### config.mk
export PLATFORM = sky130hd
export DESIGN_NAME = mem_port_xlat
export DESIGN_NICKNAME = d
export VERILOG_FILES = /design/src/rtl/mem_port_xlat_pkg.sv /design/src/rtl/mem_port_xlat_decode.sv /design/src/rtl/mem_port_xlat_gid.sv /design/src/rtl/mem_port_xlat_msb.sv /design/src/rtl/mem_port_xlat.sv
export SDC_FILE = /design/constraint.sdc
export NUM_CORES = 1
export LEC_CHECK = 0
export BUFFER_PORTS_ARGS = -buffer_cell sky130_fd_sc_hd__buf_2
export CELL_PAD_IN_SITES_DETAIL_PLACEMENT = 1
export CELL_PAD_IN_SITES_GLOBAL_PLACEMENT = 1
export CORE_MARGIN = 8
export CORE_UTILIZATION = 37
export CTS_BUF_LIST = sky130_fd_sc_hd__clkbuf_4 sky130_fd_sc_hd__clkbuf_8 sky130_fd_sc_hd__clkbuf_16
export CTS_CLUSTER_SIZE = 10
export DETAILED_ROUTE_END_ITERATION = 8
export PLACE_DENSITY_LB_ADDON = 0.25
export SETUP_SLACK_MARGIN = 0.2
export SLEW_MARGIN = 20
export SYNTH_ARGS = -nofsm -noshare
export SYNTH_HDL_FRONTEND = slang
export SYNTH_HIERARCHICAL = 1
export SYNTH_SLANG_ARGS = --single-unit
### constraint.sdc
create_clock -name clk -period 4.6 [get_ports clk]
set_input_delay 0.46 -clock clk [delete_from_list [all_inputs] [get_ports clk]]
set_output_delay 0.46 -clock clk [all_outputs]
set_load 0.1 [all_outputs]
### src/rtl/mem_port_xlat_pkg.sv
package mem_port_xlat_pkg;

   // Decoded view of one configuration code at one channel position.
   typedef struct packed {
      logic [3:0] chans;    // channels per group
      logic [1:0] ins_k;    // group-ID bits spliced in
      logic       hashed;   // modulo-3 interleave (3 or 6 channels)
      logic       use_sec;  // take the secondary base
      logic       bad;      // unsupported code or channel count
   } grp_dec_t;

   localparam logic [3:0] LAST_CODE = 4'd8;

   // Highest code whose position-1 channel sits in its own group.
   localparam logic [3:0] LAST_SPLIT_CODE = 4'd4;

endpackage

### src/rtl/mem_port_xlat_decode.sv
module mem_port_xlat_decode
   import mem_port_xlat_pkg::*;
(
   input  logic [3:0] cfg_code,
   input  logic       chan_pos,
   output grp_dec_t   dec
);

   logic [3:0] chans;

   always_comb begin
      chans = 4'd0;
      unique case (cfg_code)
         4'd0:    chans = 4'd1;
         4'd1:    chans = chan_pos ? 4'd3 : 4'd1;
         4'd2:    chans = chan_pos ? 4'd1 : 4'd3;
         4'd3:    chans = 4'd3;
         4'd4:    chans = 4'd2;
         4'd5:    chans = 4'd2;
         4'd6:    chans = 4'd4;
         4'd7:    chans = 4'd6;
         4'd8:    chans = 4'd8;
         default: chans = 4'd0;
      endcase
   end

   always_comb begin
      dec         = '0;
      dec.chans   = chans;
      dec.use_sec = chan_pos && (cfg_code <= LAST_SPLIT_CODE);
      dec.bad     = (cfg_code > LAST_CODE);
      unique case (chans)
         4'd1:    dec.ins_k = 2'd0;
         4'd3: begin
            dec.ins_k  = 2'd0;
            dec.hashed = 1'b1;
         end
         4'd2:    dec.ins_k = 2'd1;
         4'd6: begin
            dec.ins_k  = 2'd1;
            dec.hashed = 1'b1;
         end
         4'd4:    dec.ins_k = 2'd2;
         4'd8:    dec.ins_k = 2'd3;
         default: dec.bad   = 1'b1;
      endcase
   end

endmodule

### src/rtl/mem_port_xlat_gid.sv
module mem_port_xlat_gid #(
   parameter int PORT_AW = 40,
   parameter int GID_W   = 3,
   parameter int KEEP_LO = 7,
   parameter int SYS_AW  = 64,
   localparam int KW     = $clog2(GID_W + 1)
) (
   input  logic [PORT_AW-1:0] port_addr,
   input  logic [GID_W-1:0]   grp_id,
   input  logic [KW-1:0]      ins_k,
   output logic [SYS_AW-1:0]  spliced
);

   localparam int HI_W = PORT_AW - KEEP_LO;

   logic [SYS_AW-1:0] hi_part;
   logic [SYS_AW-1:0] lo_part;
   logic [SYS_AW-1:0] cand [GID_W+1];

   assign hi_part = SYS_AW'(port_addr[PORT_AW-1:KEEP_LO]);
   assign lo_part = SYS_AW'(port_addr[KEEP_LO-1:0]);

   for (genvar kk = 0; kk <= GID_W; kk++) begin : g_k
      if (kk == 0) begin : g_none
         assign cand[kk] = (hi_part << KEEP_LO) | lo_part;
      end else begin : g_ins
         assign cand[kk] = (hi_part << (KEEP_LO + kk))
                         | (SYS_AW'(grp_id[kk-1:0]) << KEEP_LO)
                         | lo_part;
      end
   end

   always_comb begin
      spliced = cand[0];
      for (int i = 0; i <= GID_W; i++) begin
         if (KW'(i) == ins_k) spliced = cand[i];
      end
   end

   if (HI_W < 1) begin : g_bad_keep
      $error("KEEP_LO must leave port bits above it");
   end

endmodule

### src/rtl/mem_port_xlat_msb.sv
module mem_port_xlat_msb #(
   parameter int GSIZE_W  = 11,
   parameter int MSB_BASE = 30,
   parameter int SYS_AW   = 64,
   localparam int CNT_W   = $clog2(GSIZE_W + 1)
) (
   input  logic [GSIZE_W-1:0] grp_size,
   input  logic               hashed,
   input  logic [1:0]         hash_msb,
   input  logic               range_mode,
   input  logic               range_end,
   output logic [SYS_AW-1:0]  msb_bits
);

   localparam logic [1:0] START_MSB = 2'b00;
   localparam logic [1:0] END_MSB   = 2'b10;

   logic [CNT_W-1:0] ones;
   logic [1:0]       msb_eff;

   always_comb begin
      ones = '0;
      for (int i = 0; i < GSIZE_W; i++) begin
         ones = ones + CNT_W'(grp_size[i]);
      end
   end

   assign msb_eff  = range_mode ? (range_end ? END_MSB : START_MSB) : hash_msb;
   assign msb_bits = hashed ? (SYS_AW'(msb_eff) << (MSB_BASE + int'(ones)))
                            : '0;

   if (MSB_BASE + GSIZE_W + 2 > SYS_AW) begin : g_bad_msb
      $error("hash bits can land outside the system address");
   end

endmodule

### src/rtl/mem_port_xlat.sv
module mem_port_xlat
   import mem_port_xlat_pkg::*;
#(
   parameter int PORT_AW   = 40,
   parameter int GID_W     = 3,
   parameter int GSIZE_W   = 11,
   parameter int BAR_W     = 24,
   parameter int SYS_AW    = 64,
   parameter int KEEP_LO   = 7,
   parameter int MSB_BASE  = 30,
   parameter int BAR_SHIFT = 32
) (
   input  logic               clk,
   input  logic               rst_n,
   input  logic               in_valid,
   input  logic [PORT_AW-1:0] port_addr,
   input  logic [3:0]         cfg_code,
   input  logic               chan_pos,
   input  logic [GID_W-1:0]   grp_id,
   input  logic [GSIZE_W-1:0] grp_size,
   input  logic [BAR_W-1:0]   bar_pri,
   input  logic [BAR_W-1:0]   bar_sec,
   input  logic [1:0]         hash_msb,
   input  logic               range_mode,
   input  logic               range_end,
   output logic               out_valid,
   output logic [SYS_AW-1:0]  sys_addr,
   output logic               cfg_err
);

   localparam int KW = $clog2(GID_W + 1);

   grp_dec_t          dec;
   logic [SYS_AW-1:0] spliced;
   logic [SYS_AW-1:0] msb_bits;
   logic [SYS_AW-1:0] bar_bits;
   logic [SYS_AW-1:0] addr_nxt;

   mem_port_xlat_decode u_decode (
      .cfg_code (cfg_code),
      .chan_pos (chan_pos),
      .dec      (dec)
   );

   mem_port_xlat_gid #(
      .PORT_AW (PORT_AW),
      .GID_W   (GID_W),
      .KEEP_LO (KEEP_LO),
      .SYS_AW  (SYS_AW)
   ) u_gid (
      .port_addr (port_addr),
      .grp_id    (grp_id),
      .ins_k     (KW'(dec.ins_k)),
      .spliced   (spliced)
   );

   mem_port_xlat_msb #(
      .GSIZE_W  (GSIZE_W),
      .MSB_BASE (MSB_BASE),
      .SYS_AW   (SYS_AW)
   ) u_msb (
      .grp_size   (grp_size),
      .hashed     (dec.hashed),
      .hash_msb   (hash_msb),
      .range_mode (range_mode),
      .range_end  (range_end),
      .msb_bits   (msb_bits)
   );

   assign bar_bits = SYS_AW'(dec.use_sec ? bar_sec : bar_pri) << BAR_SHIFT;
   assign addr_nxt = dec.bad ? '0 : (spliced | msb_bits | bar_bits);

   always_ff @(posedge clk) begin
      if (!rst_n) begin
         out_valid <= 1'b0;
         sys_addr  <= '0;
         cfg_err   <= 1'b0;
      end else begin
         out_valid <= in_valid;
         if (in_valid) begin
            sys_addr <= addr_nxt;
            cfg_err  <= dec.bad;
         end
      end
   end

   if (BAR_SHIFT + BAR_W > SYS_AW) begin : g_bad_bar
      $error("base field exceeds the system address width");
   end
   if (PORT_AW + GID_W > SYS_AW) begin : g_bad_port
      $error("spliced port address exceeds the system address width");
   end
   if (GID_W < 3) begin : g_bad_gid
      $error("eight-channel groups need three group-ID bits");
   end

endmodule

# After elaboration in Yosys (flattened, before gate mapping)
# Index checks and enable logic that the tools add are counted.
[op_classes]
add_sub_neg = 11
order_cmp = 2
n_eq_ne = 17
shifts = 1
n_mux = 14
bitwise = 9
reduce_logical = 6
[op_table]
columns = ["operator", "count"]
rows = [
  ["$mux 64", 5],
  ["$or 64x7->64", 3],
  ["$or 64x56->64", 1],
  ["$or 64x64->64", 1],
  ["$shl 2x32->64", 1],
  ["$or 43x10->43", 1],
  ["$or 42x9->42", 1],
  ["$or 41x8->41", 1],
  ["$or 40x7->40", 1],
  ["$add 4x1->4", 9],
  ["$pmux 4 s8", 1],
  ["$eq 4x3->1 const B", 6],
  ["$mux 24", 1],
  ["$eq 4x2->1 const B", 4],
  ["$eq 4x1->1 const B", 2],
  ["$eq 4x4->1 const B", 2],
  ["$mux 2", 4],
  ["$add 5x4->6 const A", 1],
  ["$pmux 2 s3", 1],
  ["$reduce_or 2->1", 3],
  ["$reduce_or 6->1", 1],
  ["$eq 2x2->1 const A", 2],
  ["$gt 4x4->1 const B", 1],
  ["$le 4x3->1 const B", 1],
  ["other kinds (5)", 6],
]
[word_totals]
regBits = 66
inputBits = 114
out_inout_bits = 66
wordCells = 63

# Longest topological paths before layout
[depth]
ltp_word = 16
ltp_mapped = 17
depth_no_buf = 16

# Cells and area by module
# Netlist, hierarchy kept.
[modules_own_cells]
columns = ["mod", "n_inst", "cells_per_inst", "area_each_um2"]
rows = [
  ["mem_port_xlat", 1, 351, 2977.9],
  ["mem_port_xlat_gid", 1, 82, 1091.0],
  ["mem_port_xlat_msb", 1, 144, 892.1],
  ["mem_port_xlat_decode", 1, 20, 147.6],
]

# Least setup slack after synthesis
# No wires, ideal clock.
[synth_path]
path_type = "input to register"
startpoint = "in grp_size[0]"
endpoint = "reg sys_addr[32]"
setup_time_ns = 0.091
arrival_time_ns = 4.146
t_required_ns = 4.509
setup_slack_ns = 0.363
stages = 15
n_path_buf = 1
cell_sequence = "inv_1 > fa_1 > inv_1 > fa_1 > inv_1 > fa_1 > fa_1 > fa_1 > xnor2_1 > nand2b_1 > clkbuf_2 > or2_2 > o21ai_0 > nor2_1 > a311oi_1"
[synth_between]
elab_chain_len = 16
[synth_lines]
columns = ["element", "line", "text"]
rows = [
  ["start, declared", "mem_port_xlat.sv:20", "input logic [GSIZE_W-1:0] grp_size,"],
  ["$add 1x1->2", "mem_port_xlat_msb.sv:24", "ones = ones + CNT_W'(grp_size[i]);"],
  ["$add 4x1->4 (9 in a row)", "mem_port_xlat_msb.sv:24", ""],
  ["$add 5x4->6", "mem_port_xlat_msb.sv:29", "assign msb_bits = hashed ? (SYS_AW'(msb_eff) << (MSB_BASE + int'(ones)))"],
  ["$shl 2x32->64", "mem_port_xlat_msb.sv:29", ""],
  ["$mux 64", "mem_port_xlat_msb.sv:29", ""],
  ["net msb_bits[32]", "mem_port_xlat.sv:35", "logic [SYS_AW-1:0] msb_bits;"],
  ["$or 64x64->64", "mem_port_xlat.sv:71", "assign addr_nxt = dec.bad ? '0 : (spliced | msb_bits | bar_bits);"],
  ["$or 64x56->64", "mem_port_xlat.sv:71", ""],
  ["$mux 64", "mem_port_xlat.sv:71", ""],
  ["end signal, assigned", "mem_port_xlat.sv:81", "sys_addr <= addr_nxt;"],
  ["end, declared", "mem_port_xlat.sv:27", "output logic [SYS_AW-1:0] sys_addr,"],
]
# The timed path passes the listed nets, and every way through them passes these cells.
# A chain may end at the register's enable or synchronous reset.

# Worst setup path after layout
[layout_path]
startpoint = "in grp_size[0]"
endpoint = "reg sys_addr[44]"
# Same word-level chain as after synthesis.

==> metrics.cfg <==
[clocking]
cts_root_buf = clkbuf_16
cts_tree = built
numCtsBuffers = 9
clock_path_buffers = 2
clk_latency_ns = 0.34
htreeDepth = 3
hold_buffers = 0
numClockSinks = 66
post-cts-setup-buffers = 0
clk_pin_slew_worst_paths_ns = 0.06

[global_routing]
grt_max_degree = 92
antenna_found_initial = 2
grt_first_pass_wirelength_microns = 26900
track_usage_pct = 19.0
grt_overflow = 0
first_global_vias = 5053

[setup_path]
path_class = in -> reg
cp_slowest_cell = fa_1
worstRegToRegCells = 3
ff2ff_setup_slack_ns = 3.83
r2r-start = sys_addr[14]$_SDFFE_PN0P_
path_delay_family = adder cells
arrival_ns = 4.47
path_max_fanout = 5
r2r_end = sys_addr[14]$_SDFFE_PN0P_
max_stage_delay_ns = 0.55
crit_buf_inv = 4
cp-start-kind = input port
cp_cell_sequence = buf_2 > inv_1 > fa_1 > inv_1 > fa_1 > inv_1 > fa_1 > fa_1 > fa_1 > xor2_1 > or2b_4 > o22ai_1 > nand2_1 > nor2_1 > nor2_1 > a311oi_1
cp.required_ns = 4.85
crit_cells = 16
crit_path_end_kind = flip-flop
crit_top_cell = fa_1

[worst_hold_path]
min_from = port_addr[0]
hold_path_class = in -> reg
min_path_cells = 4
hold_path_end = sys_addr[0]$_SDFFE_PN0P_

[power_and_ir_drop]
combPwrFrac_pct = 44.5
internal-power_uw = 1310
power.density_nw_per_um2 = 374
switching_share_pct = 42.7
p_seq_share_pct = 27.4
power.leakage_uw = 0.00275
peakVddDrop_mv = 0.154
p_sw_uw = 976
clockPowerShare_pct = 28.0

[floorplan]
core_area_sq_um = 13300
ioPinCount = 180
die_w_microns = 133
die_area_sq_um = 17700
start_util_pct = 38.2
rows = 42
die_y_microns = 133

[detailed_routing]
drtIter0Drc = 149
ant_nets = 0
drcViolationCount = 0
vias = 4646
wl_per_cell_microns = 18.0
drt_first_pass_iters = 4
wl_microns = 16800
avgViaCountPerCell = 4.98

[layout]
area_growth_pct = 20.5
fillCellCount = 1700
stdcell_area_sq_um = 6110
register_area_sq_um = 1320
multiInputGateArea_sq_um = 3090
nets = 874
layout-drive-gt1-share_pct = 33.4

[synthesis]
syn_area_per_cell_sq_um = 8.57
yosysWarnings = 6
synthesis.area_sq_um = 5070
syn_inst = 592

[timing]
period_share_pct = 91.8
fin_tns_setup_ns = 0
rsz0062_at_grt = yes
finClkSkew_ns = 0
hold_viol = 0
holdWs_ns = 0.472
timing.fmax_mhz = 237
setup_viol = 0
slew_violations = 0
slew_headroom_pct = 35.6
tightestPinTransition_ns = 0.966
fin_crit_ns = 4.22

[placement]
portBuffers = 179
dpl-instance-area_sq_um = 5830
finalWeightedCongestion = 0.852
dpl.hpwl_microns = 13300

[job]
maxCapViolations = 0

[status]
status = finished, final reports clean

worst max path at each step:
stage	from	end	slack, ns
2_1_floorplan	grp_size[0]	sys_addr[32]$_SDFFE_PN0P_	0.36
3_3_place_gp	grp_size[0]	sys_addr[44]$_SDFFE_PN0P_	0.07
3_5_place_dp	grp_size[0]	sys_addr[44]$_SDFFE_PN0P_	0.03
4_1_cts	grp_size[0]	sys_addr[32]$_SDFFE_PN0P_	0.37
5_1_grt	grp_size[0]	sys_addr[44]$_SDFFE_PN0P_	0.18
6_report	grp_size[0]	sys_addr[44]$_SDFFE_PN0P_	0.38
power groups by stage:
stage | logic (uW) | clock network (uW) | registers [uW]
finish | 1020 | 641 | 627
detailed placement | 1010 | 0 | 639
floorplan | 484 | 0 | 900
global placement | 998 | 0 | 637
CTS | 1020 | 661 | 627
global route | 1090 | 686 | 631
through the flow:
stage	utilization, %	std cells	total power (uW)	setup WS (ns)
5_1_grt	46.0	932	2400	0.180
2_1_floorplan	-	626	1380	0.363
4_1_cts	45.9	931	2300	0.374
6_report	46.0	932	2280	0.379
3_3_place_gp	43.8	915	1640	0.0719
3_5_place_dp	43.8	915	1650	0.0340
worst min-delay path: stages:
cell	delay, ns
buf_2	0.07
nor2_1	0.03
o22ai_1	0.08
and2_1	0.13
cell type report:
type | count | share of cell area (%)
tap | 176 | 3.60
antenna | 1 | 0.0409
clock inverter | 5 | 0.491
sequential | 66 | 21.6
clock buffer | 11 | 4.03
timing repair buffer | 191 | 16.2
multi-input combinational | 426 | 50.6
inverter | 56 | 3.44
layer usage:
| layer | wire, microns | track usage (%) |
|---|---|---|
| met1 | 7480 | 22.9 |
| met2 | 7860 | 31.1 |
| met3 | 1140 | 5.79 |
| met4 | 268 | 7.24 |
| met5 | 13 | 0 |
state kept, by name, indices dropped and copies added, names as in the netlist:
register,flops
sys_addr,64
cfg_err,1
out_valid,1
what timing repair did:
item | CTS | global route
endpoints found under the setup margin | 0 | 1
endpoints found under the hold margin | 0 | 0
resized for setup | 0 | 1
placed cells by master (no fill, tap or decap), types with 2 or more instances in the layout:
cell type   count
or3_4           2
fa_1            7
mux4_2         21
nand2_2         2
mux2i_1        39
nor2_1        136
mux4_1          6
a311oi_1       20
nor2b_1         3
dfxtp_1        66
and3b_1         2
and2_1         43
a311oi_2        4
nor3_1          7
inv_1          56
nand3_1         5
ha_1            3
buf_2         178
nand3b_1        2
nand2_1        15
clkinv_2        3
buf_4          13
clkinvlp_4      2
mux2_2          3
o21ai_0         2
conb_1         36
clkbuf_16       9
xnor2_2         2
o22ai_1        41
nand2b_1        4
or2_2           4
and3_1          2
No activity file was read; power rests on OpenSTA's default activity.
